`src/rtl/ptw_pkg.sv`:
```
package ptw_pkg;

  typedef enum logic [2:0] {
    ST_IDLE  = 3'd0,
    ST_REQ   = 3'd1,
    ST_WAIT  = 3'd2,
    ST_DONE  = 3'd3,
    ST_FAULT = 3'd4
  } ptw_state_e;

  typedef enum logic [1:0] {
    PG_4K = 2'd0,
    PG_2M = 2'd1,
    PG_1G = 2'd2
  } pg_size_e;

  localparam int PRESENT_BIT = 0;
  localparam int HUGE_BIT    = 7;

endpackage

```
`src/rtl/ptw_idx_sel.sv`:
```
module ptw_idx_sel #(
  parameter int VA_W  = 57,
  parameter int IDX_W = 9,
  parameter int OFF_W = 12,
  parameter int LVL_W = 3
) (
  input  logic [VA_W-1:0]  va,
  input  logic [LVL_W-1:0] lvl,
  output logic [IDX_W-1:0] idx
);
  localparam int NLVL = (VA_W - OFF_W) / IDX_W;

  logic [IDX_W-1:0] cand [NLVL];

  for (genvar g = 0; g < NLVL; g++) begin : g_slice
    assign cand[g] = va[OFF_W + g*IDX_W +: IDX_W];
  end

  always_comb begin
    idx = '0;
    for (int i = 0; i < NLVL; i++) begin
      if (lvl == LVL_W'(i)) idx = cand[i];
    end
  end
endmodule

```
`src/rtl/ptw_entry_dec.sv`:
```
module ptw_entry_dec
  import ptw_pkg::*;
#(
  parameter int VA_W  = 57,
  parameter int PFN_W = 40,
  parameter int IDX_W = 9,
  parameter int OFF_W = 12,
  parameter int ENT_W = 64,
  parameter int LVL_W = 3
) (
  input  logic [ENT_W-1:0] entry,
  input  logic [LVL_W-1:0] lvl,
  input  logic [VA_W-1:0]  va,
  output logic             present,
  output logic             leaf,
  output pg_size_e         size,
  output logic [PFN_W-1:0] leaf_pfn,
  output logic [PFN_W-1:0] next_frame
);
  localparam int GB_BITS = 2 * IDX_W;

  logic [PFN_W-1:0] keep_va;
  logic [PFN_W-1:0] va_low;

  assign present    = entry[PRESENT_BIT];
  assign next_frame = entry[OFF_W +: PFN_W];
  assign va_low     = PFN_W'(va[OFF_W +: GB_BITS]);

  always_comb begin
    leaf    = 1'b0;
    size    = PG_4K;
    keep_va = '0;
    if (lvl == LVL_W'(0)) begin
      leaf = 1'b1;
    end else if (lvl == LVL_W'(1) && entry[HUGE_BIT]) begin
      leaf    = 1'b1;
      size    = PG_2M;
      keep_va = PFN_W'((1 << IDX_W) - 1);
    end else if (lvl == LVL_W'(2) && entry[HUGE_BIT]) begin
      leaf    = 1'b1;
      size    = PG_1G;
      keep_va = PFN_W'((1 << GB_BITS) - 1);
    end
  end

  assign leaf_pfn = (next_frame & ~keep_va) | (va_low & keep_va);
endmodule

```
`src/rtl/pt_walker.sv`:
```
module pt_walker
  import ptw_pkg::*;
#(
  parameter int VA_W  = 57,
  parameter int PA_W  = 52,
  parameter int ENT_W = 64,
  parameter int IDX_W = 9,
  parameter int OFF_W = 12
) (
  input  logic                  clk,
  input  logic                  rst,
  input  logic                  miss_valid,
  input  logic [VA_W-1:0]       miss_va,
  input  logic                  five_level,
  input  logic [PA_W-OFF_W-1:0] root_frame,
  output logic                  miss_ready,
  output logic                  mem_req_valid,
  output logic [PA_W-1:0]       mem_req_addr,
  input  logic                  mem_req_ready,
  input  logic                  mem_rsp_valid,
  input  logic [ENT_W-1:0]      mem_rsp_data,
  output logic                  fill_valid,
  output logic [PA_W-OFF_W-1:0] fill_pfn,
  output logic [1:0]            fill_size,
  output logic                  fault_valid,
  output logic [2:0]            fault_level
);
  localparam int PFN_W  = PA_W - OFF_W;
  localparam int LVL_W  = 3;
  localparam int ENT_SH = $clog2(ENT_W / 8);
  localparam int MAX_RD = (VA_W - OFF_W) / IDX_W;

  ptw_state_e       state_q;
  logic [VA_W-1:0]  va_q;
  logic [LVL_W-1:0] lvl_q;
  logic             five_q;
  logic [PA_W-1:0]  addr_q;
  logic [PFN_W-1:0] pfn_q;
  pg_size_e         size_q;
  logic [2:0]       flvl_q;

  logic [LVL_W-1:0] start_lvl;
  logic [VA_W-1:0]  sel_va;
  logic [LVL_W-1:0] sel_lvl;
  logic [IDX_W-1:0] sel_idx;
  logic             ent_present;
  logic             ent_leaf;
  pg_size_e         ent_size;
  logic [PFN_W-1:0] ent_leaf_pfn;
  logic [PFN_W-1:0] ent_next;

  assign start_lvl = five_level ? LVL_W'(4) : LVL_W'(3);
  assign sel_va    = (state_q == ST_IDLE) ? miss_va   : va_q;
  assign sel_lvl   = (state_q == ST_IDLE) ? start_lvl : (lvl_q - LVL_W'(1));

  ptw_idx_sel #(
    .VA_W (VA_W),
    .IDX_W(IDX_W),
    .OFF_W(OFF_W),
    .LVL_W(LVL_W)
  ) u_idx (
    .va (sel_va),
    .lvl(sel_lvl),
    .idx(sel_idx)
  );

  ptw_entry_dec #(
    .VA_W (VA_W),
    .PFN_W(PFN_W),
    .IDX_W(IDX_W),
    .OFF_W(OFF_W),
    .ENT_W(ENT_W),
    .LVL_W(LVL_W)
  ) u_dec (
    .entry     (mem_rsp_data),
    .lvl       (lvl_q),
    .va        (va_q),
    .present   (ent_present),
    .leaf      (ent_leaf),
    .size      (ent_size),
    .leaf_pfn  (ent_leaf_pfn),
    .next_frame(ent_next)
  );

  always_ff @(posedge clk) begin
    if (rst) begin
      state_q <= ST_IDLE;
      va_q    <= '0;
      lvl_q   <= '0;
      five_q  <= 1'b0;
      addr_q  <= '0;
      pfn_q   <= '0;
      size_q  <= PG_4K;
      flvl_q  <= '0;
    end else begin
      case (state_q)
        ST_IDLE: begin
          if (miss_valid) begin
            va_q    <= miss_va;
            five_q  <= five_level;
            lvl_q   <= start_lvl;
            addr_q  <= PA_W'({root_frame, sel_idx, {ENT_SH{1'b0}}});
            state_q <= ST_REQ;
          end
        end
        ST_REQ: begin
          if (mem_req_ready) state_q <= ST_WAIT;
        end
        ST_WAIT: begin
          if (mem_rsp_valid) begin
            if (!ent_present) begin
              flvl_q  <= lvl_q;
              state_q <= ST_FAULT;
            end else if (ent_leaf) begin
              pfn_q   <= ent_leaf_pfn;
              size_q  <= ent_size;
              state_q <= ST_DONE;
            end else begin
              lvl_q   <= lvl_q - LVL_W'(1);
              addr_q  <= PA_W'({ent_next, sel_idx, {ENT_SH{1'b0}}});
              state_q <= ST_REQ;
            end
          end
        end
        default: state_q <= ST_IDLE;
      endcase
    end
  end

  assign miss_ready    = (state_q == ST_IDLE);
  assign mem_req_valid = (state_q == ST_REQ);
  assign mem_req_addr  = addr_q;
  assign fill_valid    = (state_q == ST_DONE);
  assign fill_pfn      = pfn_q;
  assign fill_size     = size_q;
  assign fault_valid   = (state_q == ST_FAULT);
  assign fault_level   = flvl_q;

  // reads issued in the current walk, kept for the bound check
  logic [3:0] rd_cnt_q;
  always_ff @(posedge clk) begin
    if (rst) rd_cnt_q <= '0;
    else if (miss_ready && miss_valid) rd_cnt_q <= '0;
    else if (mem_req_valid && mem_req_ready) rd_cnt_q <= rd_cnt_q + 4'd1;
  end

  AST_REQ_HOLD: assert property (@(posedge clk) disable iff (rst)
    (mem_req_valid && !mem_req_ready) |=> (mem_req_valid && $stable(mem_req_addr)));
  AST_IDLE_NO_REQ: assert property (@(posedge clk) disable iff (rst)
    miss_ready |-> !mem_req_valid);
  AST_READ_BOUND: assert property (@(posedge clk) disable iff (rst)
    rd_cnt_q <= (five_q ? 4'(MAX_RD) : 4'(MAX_RD - 1)));
  AST_FILL_FAULT_EXCL: assert property (@(posedge clk) disable iff (rst)
    !(fill_valid && fault_valid));
  AST_FILL_PULSE: assert property (@(posedge clk) disable iff (rst)
    fill_valid |=> (!fill_valid && miss_ready));
  AST_FAULT_PULSE: assert property (@(posedge clk) disable iff (rst)
    fault_valid |=> (!fault_valid && miss_ready));
  AST_SIZE_LEGAL: assert property (@(posedge clk) disable iff (rst)
    fill_valid |-> (fill_size != 2'd3));
endmodule

```
`config.mk`:
```
export PLATFORM = sky130hd
export DESIGN_NAME = pt_walker
export DESIGN_NICKNAME = d
export VERILOG_FILES = /design/src/rtl/ptw_pkg.sv /design/src/rtl/ptw_idx_sel.sv /design/src/rtl/ptw_entry_dec.sv /design/src/rtl/pt_walker.sv
export SDC_FILE = /design/constraint.sdc
export NUM_CORES = 1
export LEC_CHECK = 0
export ABC_AREA = 1
export CORE_MARGIN = 5
export CORE_UTILIZATION = 40
export CTS_CLUSTER_SIZE = 10
export DETAILED_ROUTE_END_ITERATION = 12
export GPL_ROUTABILITY_DRIVEN = 0
export PLACE_DENSITY = 0.71
export SYNTH_ARGS = -nofsm -noshare
export SYNTH_HDL_FRONTEND = slang
export SYNTH_SLANG_ARGS = --single-unit
```
`constraint.sdc`:
```
create_clock -name clk -period 2.5 [get_ports clk]
set_input_delay 0.5 -clock clk [delete_from_list [all_inputs] [get_ports clk]]
set_output_delay 0.5 -clock clk [all_outputs]
set_load 0.03 [all_outputs]
```
Word-level counts from Yosys, hierarchy flattened
Index checks and enable logic that the tools add are counted.
W data, S select, Z words.
{ "op_classes": {"add_sub_neg": 1, "mul": 0, "div_mod_pow": 0, "order_cmp": 0, "n_eq_ne": 15, "n_shift": 0, "muxes": 33, "n_bitwise": 5, "n_reduce_logical": 11} }
{ "ops": {"columns": ["operator", "n"], "rows": [
  ["$mux W52", 4],
  ["$pmux W52 S2", 1],
  ["$mux W40", 2],
  ["$mux W57", 1],
  ["$mux W9", 5],
  ["$and A18 B40 Y40", 1],
  ["$and A40 B40 Y40", 1],
  ["$not A40 Y40", 1],
  ["$or A40 B40 Y40", 1],
  ["$mux W3", 10],
  ["$mux W18", 1],
  ["$eq A3 B2 Y1 const B", 5],
  ["$eq A3 B1 Y1 const B", 3],
  ["$logic_not A3 Y1", 3],
  ["$pmux W3 S3", 1],
  ["$mux W2", 4],
  ["$ne A2 B2 Y1 const B", 4],
  ["$eq A3 B3 Y1 const B", 2],
  ["$pmux W3 S2", 1],
  ["$reduce_and A3 Y1", 2],
  ["$reduce_and A5 Y1", 1],
  ["$reduce_and A4 Y1", 1],
  ["$mux W1", 3],
  ["$sub A3 B1 Y3 const B", 1],
  ["other kinds (5)", 6]
]} }
{ "totals": {"reg_bits": 160, "latch_bits": 0, "mem_bits_rw": 0, "romBits": 0, "inputBits": 167, "out_inout_bits": 101, "elab_cells": 72, "n_memories": 0} }

Longest topological paths before layout
{ "depth": {"ltp_word": 12, "depth_mapped": 14, "depth_no_buf": 13} }

Cells and area by module
From an unflattened synthesis, not the netlist that was laid out.
{ "hier_totals": {"cells_unflattened": 1310, "hier_area_um2": 8261.7} }
{ "modules_own_cells": {"columns": ["module", "instances", "cells_per_inst", "area_each_um2", "seq_area_each_um2"], "rows": [
  ["pt_walker", 1, 1085, 7039.3, 3143.0],
  ["ptw_entry_dec", 1, 134, 802.0, 0.0],
  ["ptw_idx_sel", 1, 91, 420.4, 0.0]
]} }

Worst setup path before layout
Ideal clock, no wire load.
{ "synth_path": {"kind": "register to register", "from": "reg lvl_q[0]", "to": "reg addr_q[9], in the netlist mem_req_addr[9]", "setup_ps": 132, "arrival_time_ps": 1836, "required_time_ps": 2368, "slack_ps": 532, "path_stages_with_launch": 14, "path_buffers": 3, "period_less_slack_ps": 1968, "path_cell_list": "dfxtp_1 > inv_1 > clkbuf_1 > ha_1 > inv_1 > nand2_1 > nand2_1 > buf_2 > clkbuf_1 > a21oi_1 > o21ai_0 > nand2_1 > nand3_1 > a21oi_1"} }
{ "synth_via": {"elab_chain_cells": 12, "elab_cells_between_ends": 27, "cone_classes": "add/sub (1); eq/ne (7); mux (14); reduce/logical (5)"} }
{ "synth_rtl": {"columns": ["element", "line", "source"], "rows": [
  ["start, declared", "pt_walker.sv:35", "logic [LVL_W-1:0] lvl_q;"],
  ["start signal, assigned", "pt_walker.sv:101", "lvl_q <= start_lvl;"],
  ["start signal, assigned", "pt_walker.sv:119", "lvl_q <= lvl_q - LVL_W'(1);"],
  ["$sub A3 B1 Y3", "pt_walker.sv:54", "assign sel_lvl = (state_q == ST_IDLE) ? start_lvl : (lvl_q - LVL_W'(1));"],
  ["$mux W3", "pt_walker.sv:54", null],
  ["$logic_not A3 Y1", "ptw_idx_sel.sv:22", "if (lvl == LVL_W'(i)) idx = cand[i];"],
  ["$mux W9 (5 in series)", "ptw_idx_sel.sv:22", null],
  ["$mux W52", "pt_walker.sv:114", "end else if (ent_leaf) begin"],
  ["$mux W52", "pt_walker.sv:111", "if (!ent_present) begin"],
  ["$mux W52", "pt_walker.sv:110", "if (mem_rsp_valid) begin"],
  ["$pmux W52 S2", "pt_walker.sv:96", "case (state_q)"],
  ["end signal, assigned", "pt_walker.sv:102", "addr_q <= PA_W'({root_frame, sel_idx, {ENT_SH{1'b0}}});"],
  ["end signal, assigned", "pt_walker.sv:120", "addr_q <= PA_W'({ent_next, sel_idx, {ENT_SH{1'b0}}});"],
  ["end, declared", "pt_walker.sv:37", "logic [PA_W-1:0] addr_q;"]
]} }
Parallel ways exist; a longest one is shown, timed or not. The select of a mux whose other input is x is not followed.
A chain may end at the register's enable or synchronous reset.

Worst setup path in the final report
{ "layout_path": {"from": "reg state_q[0]", "to": "out miss_ready"} }
{ "layout_via": {"elab_chain_cells": 1} }
{ "layout_rtl": {"columns": ["element", "line", "source"], "rows": [
  ["start, declared", "pt_walker.sv:33", "ptw_state_e state_q;"],
  ["start signal, assigned", "pt_walker.sv:87", "state_q <= ST_IDLE;"],
  ["start signal, assigned", "pt_walker.sv:103", "state_q <= ST_REQ;"],
  ["start signal, assigned", "pt_walker.sv:107", "if (mem_req_ready) state_q <= ST_WAIT;"],
  ["$logic_not A3 Y1", "pt_walker.sv:130", "assign miss_ready = (state_q == ST_IDLE);"],
  ["end, declared", "pt_walker.sv:16", "output logic miss_ready,"]
]} }
No other way between the ends.

==> metrics.md <==
| Metric | Value |
|---|---|
| Status | completed |
| Worst Setup Path Type | flip-flop to output pin |
| Layout cell share with drive strength beyond 1 | 6.12% |
| Total via count in the routed design | 6691 |
| First-iteration detailed-routing DRC count | 415 |
| Mapped Area | 6660 um^2 |
| Die width | 139 um |
| Reg2Reg Setup Slack | 270 ps |
| Final setup fails | 0 |
| CP Cell Sequence | nor2_4, nand2_2, inv_2, buf_12, buf_4 |
| Detailed-route DRC error count | 0 |
| I/O pin count | 268 |
| Cts hold-fix bufs | 0 |
| Slew Limit Fails | 0 |
| Synth area leaders | dfxtp_1 44%, nand2_1 9.1%, a21oi_1 7.6% |
| Max IR drop VDD | 0.000532 V |
| Cells after Synth | 910 |
| Vias in the first global route | 6195 |
| Worst-Margin Slew | 694 ps |
| HP Start | fill_pfn[17] |
| Final Cell Area | 9800 um^2 |
| Die height | 139 um |
| Area of the multi-input gates | 3120 um^2 |
| Slew headroom | 53.8% |
| CTS tree | built |
| Routed WL | 20400 um |
| Clock Path Buffers | 2 |
| Worst min path class | flip-flop to flip-flop |
| Crit Reg-Reg Startpoint | lvl_q[0] |
| Setup TNS | 0 ps |
| Clock root buffer | clkbuf_16 |
| Grt ovf | 0 |
| Required time of the critical path | 2000 ps |
| Wire per inst | 15.1 um |
| Largest net degree at the start of global routing | 84 |
| Skew-Pair Late Insertion Delay | 420 ps |
| Skew final | 10.4 ps |
| FF-to-FF End | mem_req_addr[33] |
| Detailed Routing Iterations Pass 1 | 5 |
| Max-Cap Viols | 0 |
| Critical path's slowest cell | dfxtp_1 |
| Syn avg cell area | 7.32 um^2 |
| Syn-to-layout area delta | 47.2% |
| Hold path endpoint | fill_pfn[17] |
| Ys Warns | 0 |
| Worst-path fanout max | 27 |
| Cell variety after synth | 29 |
| Unrepaired setup endpoints after global routing | no |
| Ant diodes | 0 |
| Clock Sinks | 145 |
| Achievable frequency | 433 MHz |
| Hpwl dp | 14400 um |
| Dpl cell area | 9120 um^2 |
| Endpoints failing hold | 0 |
| Clock transition at path regs | 60 ps |
| Number of synthesized register bits | 145 |
| Final period utilization | 92.4% |
| Most frequent cells in the layout | 228 x clkdlybuf4s50_1, 161 x nand2_1, 145 x dfxtp_1 |
| Fin crit period | 2310 ps |
| Via-per-instance ratio | 4.97 |
| DRT antenna net count | 0 |
| # Post-CTS Setup Buffers | 0 |
| Synth area leader | dfxtp_1 |
| Initial Util | 40.4% |
| Worst EP arrival | 1810 ps |
| Setup crit start kind | flip-flop |
| Total Nets Final | 1285 |
| Clock buffer count from CTS | 17 |
| GRT Util Overall | 20.7% |
| Most common cell after layout, fill and taps aside | clkdlybuf4s50_1 |
| Global-route wire length before repair | 32800 um |
| CTS H-tree depth | 4 |
| Register-to-Register Path Depth | 10 |
| Initial antenna violation count | 0 |
| Post-synthesis sequential area ratio | 43.6% |
| Top-area cell type share of the netlist area | 43.6% |
| PD cells | 889 nW/um^2 |
| Register area | 2900 um^2 |
| Post-CTS sizing | 0 |
| Worst Hold Depth | 2 |
| Die area | 19300 um^2 |
| IO buf count | 230 |
| Fillers | 1532 |
| Critical Path End Type | output pin |
| Max incr delay on CP | 350 ps |
| Cell leakage power | 4.10 nW |
| Num rows | 47 |
| Core Area | 16500 um^2 |
==> worst max path at each step <==
stage / from / to / slack [ps] / depth (start not counted)
after CTS: state_q[2] / miss_ready / 170 / 5
after detailed placement: mem_rsp_valid / mem_req_addr[33] / 180 / 8
after global placement: mem_rsp_valid / mem_req_addr[33] / 190 / 8
after floorplan: lvl_q[0] / mem_req_addr[9] / 530 / 13
after global routing: state_q[0] / miss_ready / 60 / 5
final: state_q[0] / miss_ready / 190 / 5
==> critical path, delay by kind of cell (launching register included) <==
| kind | cells | cell delay, ps |
|---|---|---|
| and+or+nand+nor | 2 | 380 |
| buffers and inverters | 3 | 650 |
| DFF | 1 | 350 |
==> per-stage QoR <==
stage | total power [mW] | util, % | setup slack [ps] | hold WS (ps) | cells
after global placement | 5.79 | 55.4 | 189 | 431 | 1315
after CTS | 8.78 | 59.5 | 171 | 444 | 1347
final | 8.72 | 59.5 | 190 | 443 | 1347
after floorplan | 4.71 | - | 532 | 436 | 912
after detailed placement | 5.83 | 55.4 | 181 | 434 | 1315
after global routing | 9.21 | 59.5 | 64.5 | 465 | 1347
==> metal layers <==
layer,global-route usage (%),vias up,share of wire [%]
li1,-,3450,-
met1,27.4,2999,46
met2,33.0,221,45
met3,5.66,21,7.2
met4,6.44,0,1.8
met5,0,-,0
==> logic make-up (layout without fill, tap and decap cells) <==
kind of cell,count (synthesis),count (layout),share of synthesized area (%)
AND/OR/NAND/NOR,335,335,21.2
AO/OA/AOI/OAI,272,272,24.7
buffers and inverters,153,368,9.73
other,1,3,0.0563
flip-flops,145,145,43.6
adder cells (fa/ha/maj),4,4,0.752
==> sequential cells by signal, indices dropped and copies added (netlist names) <==
| register | flops |
|---|---|
| fault_level | 3 |
| fill_pfn | 40 |
| fill_size | 2 |
| lvl_q | 3 |
| mem_req_addr | 49 |
| state_q | 3 |
| va_q | 45 |
==> Yosys cell counts <==
cell / instances
o211a_1: 40
or2_0: 2
a21oi_1: 101
buf_6: 3
buf_2: 26
dfxtp_1: 145
a211oi_1: 21
nand2_2: 4
nand2_1: 161
nor2_2: 1
o21ai_1: 4
nor2_1: 83
o21a_1: 9
nand3b_1: 1
o22ai_1: 7
buf_1: 2
ha_1: 4
nor3_4: 1
inv_1: 80
buf_4: 5
nor3_1: 3
nor2_4: 1
o21ai_0: 90
clkbuf_1: 33
nand2_4: 1
nand3_1: 75
nand4_1: 2
conb_1: 1
inv_2: 4
==> layout make-up <==
| class | instances | share of cell area (%) |
|---|---|---|
| clock inverter | 13 | 2.35 |
| clock buffer | 19 | 4.62 |
| sequential | 145 | 29.6 |
| tap | 220 | 2.81 |
| inverter | 84 | 3.22 |
| timing repair buffer | 252 | 25.6 |
| multi-input combinational | 614 | 31.8 |
==> where the power goes <==
group          internal, mW  total (mW)  switching [mW]
sequential             2.65        2.83           0.179
combinational          1.18        2.95            1.77
clock                  1.93        2.94            1.01
Note: power is estimated with default switching activity, not from simulation.
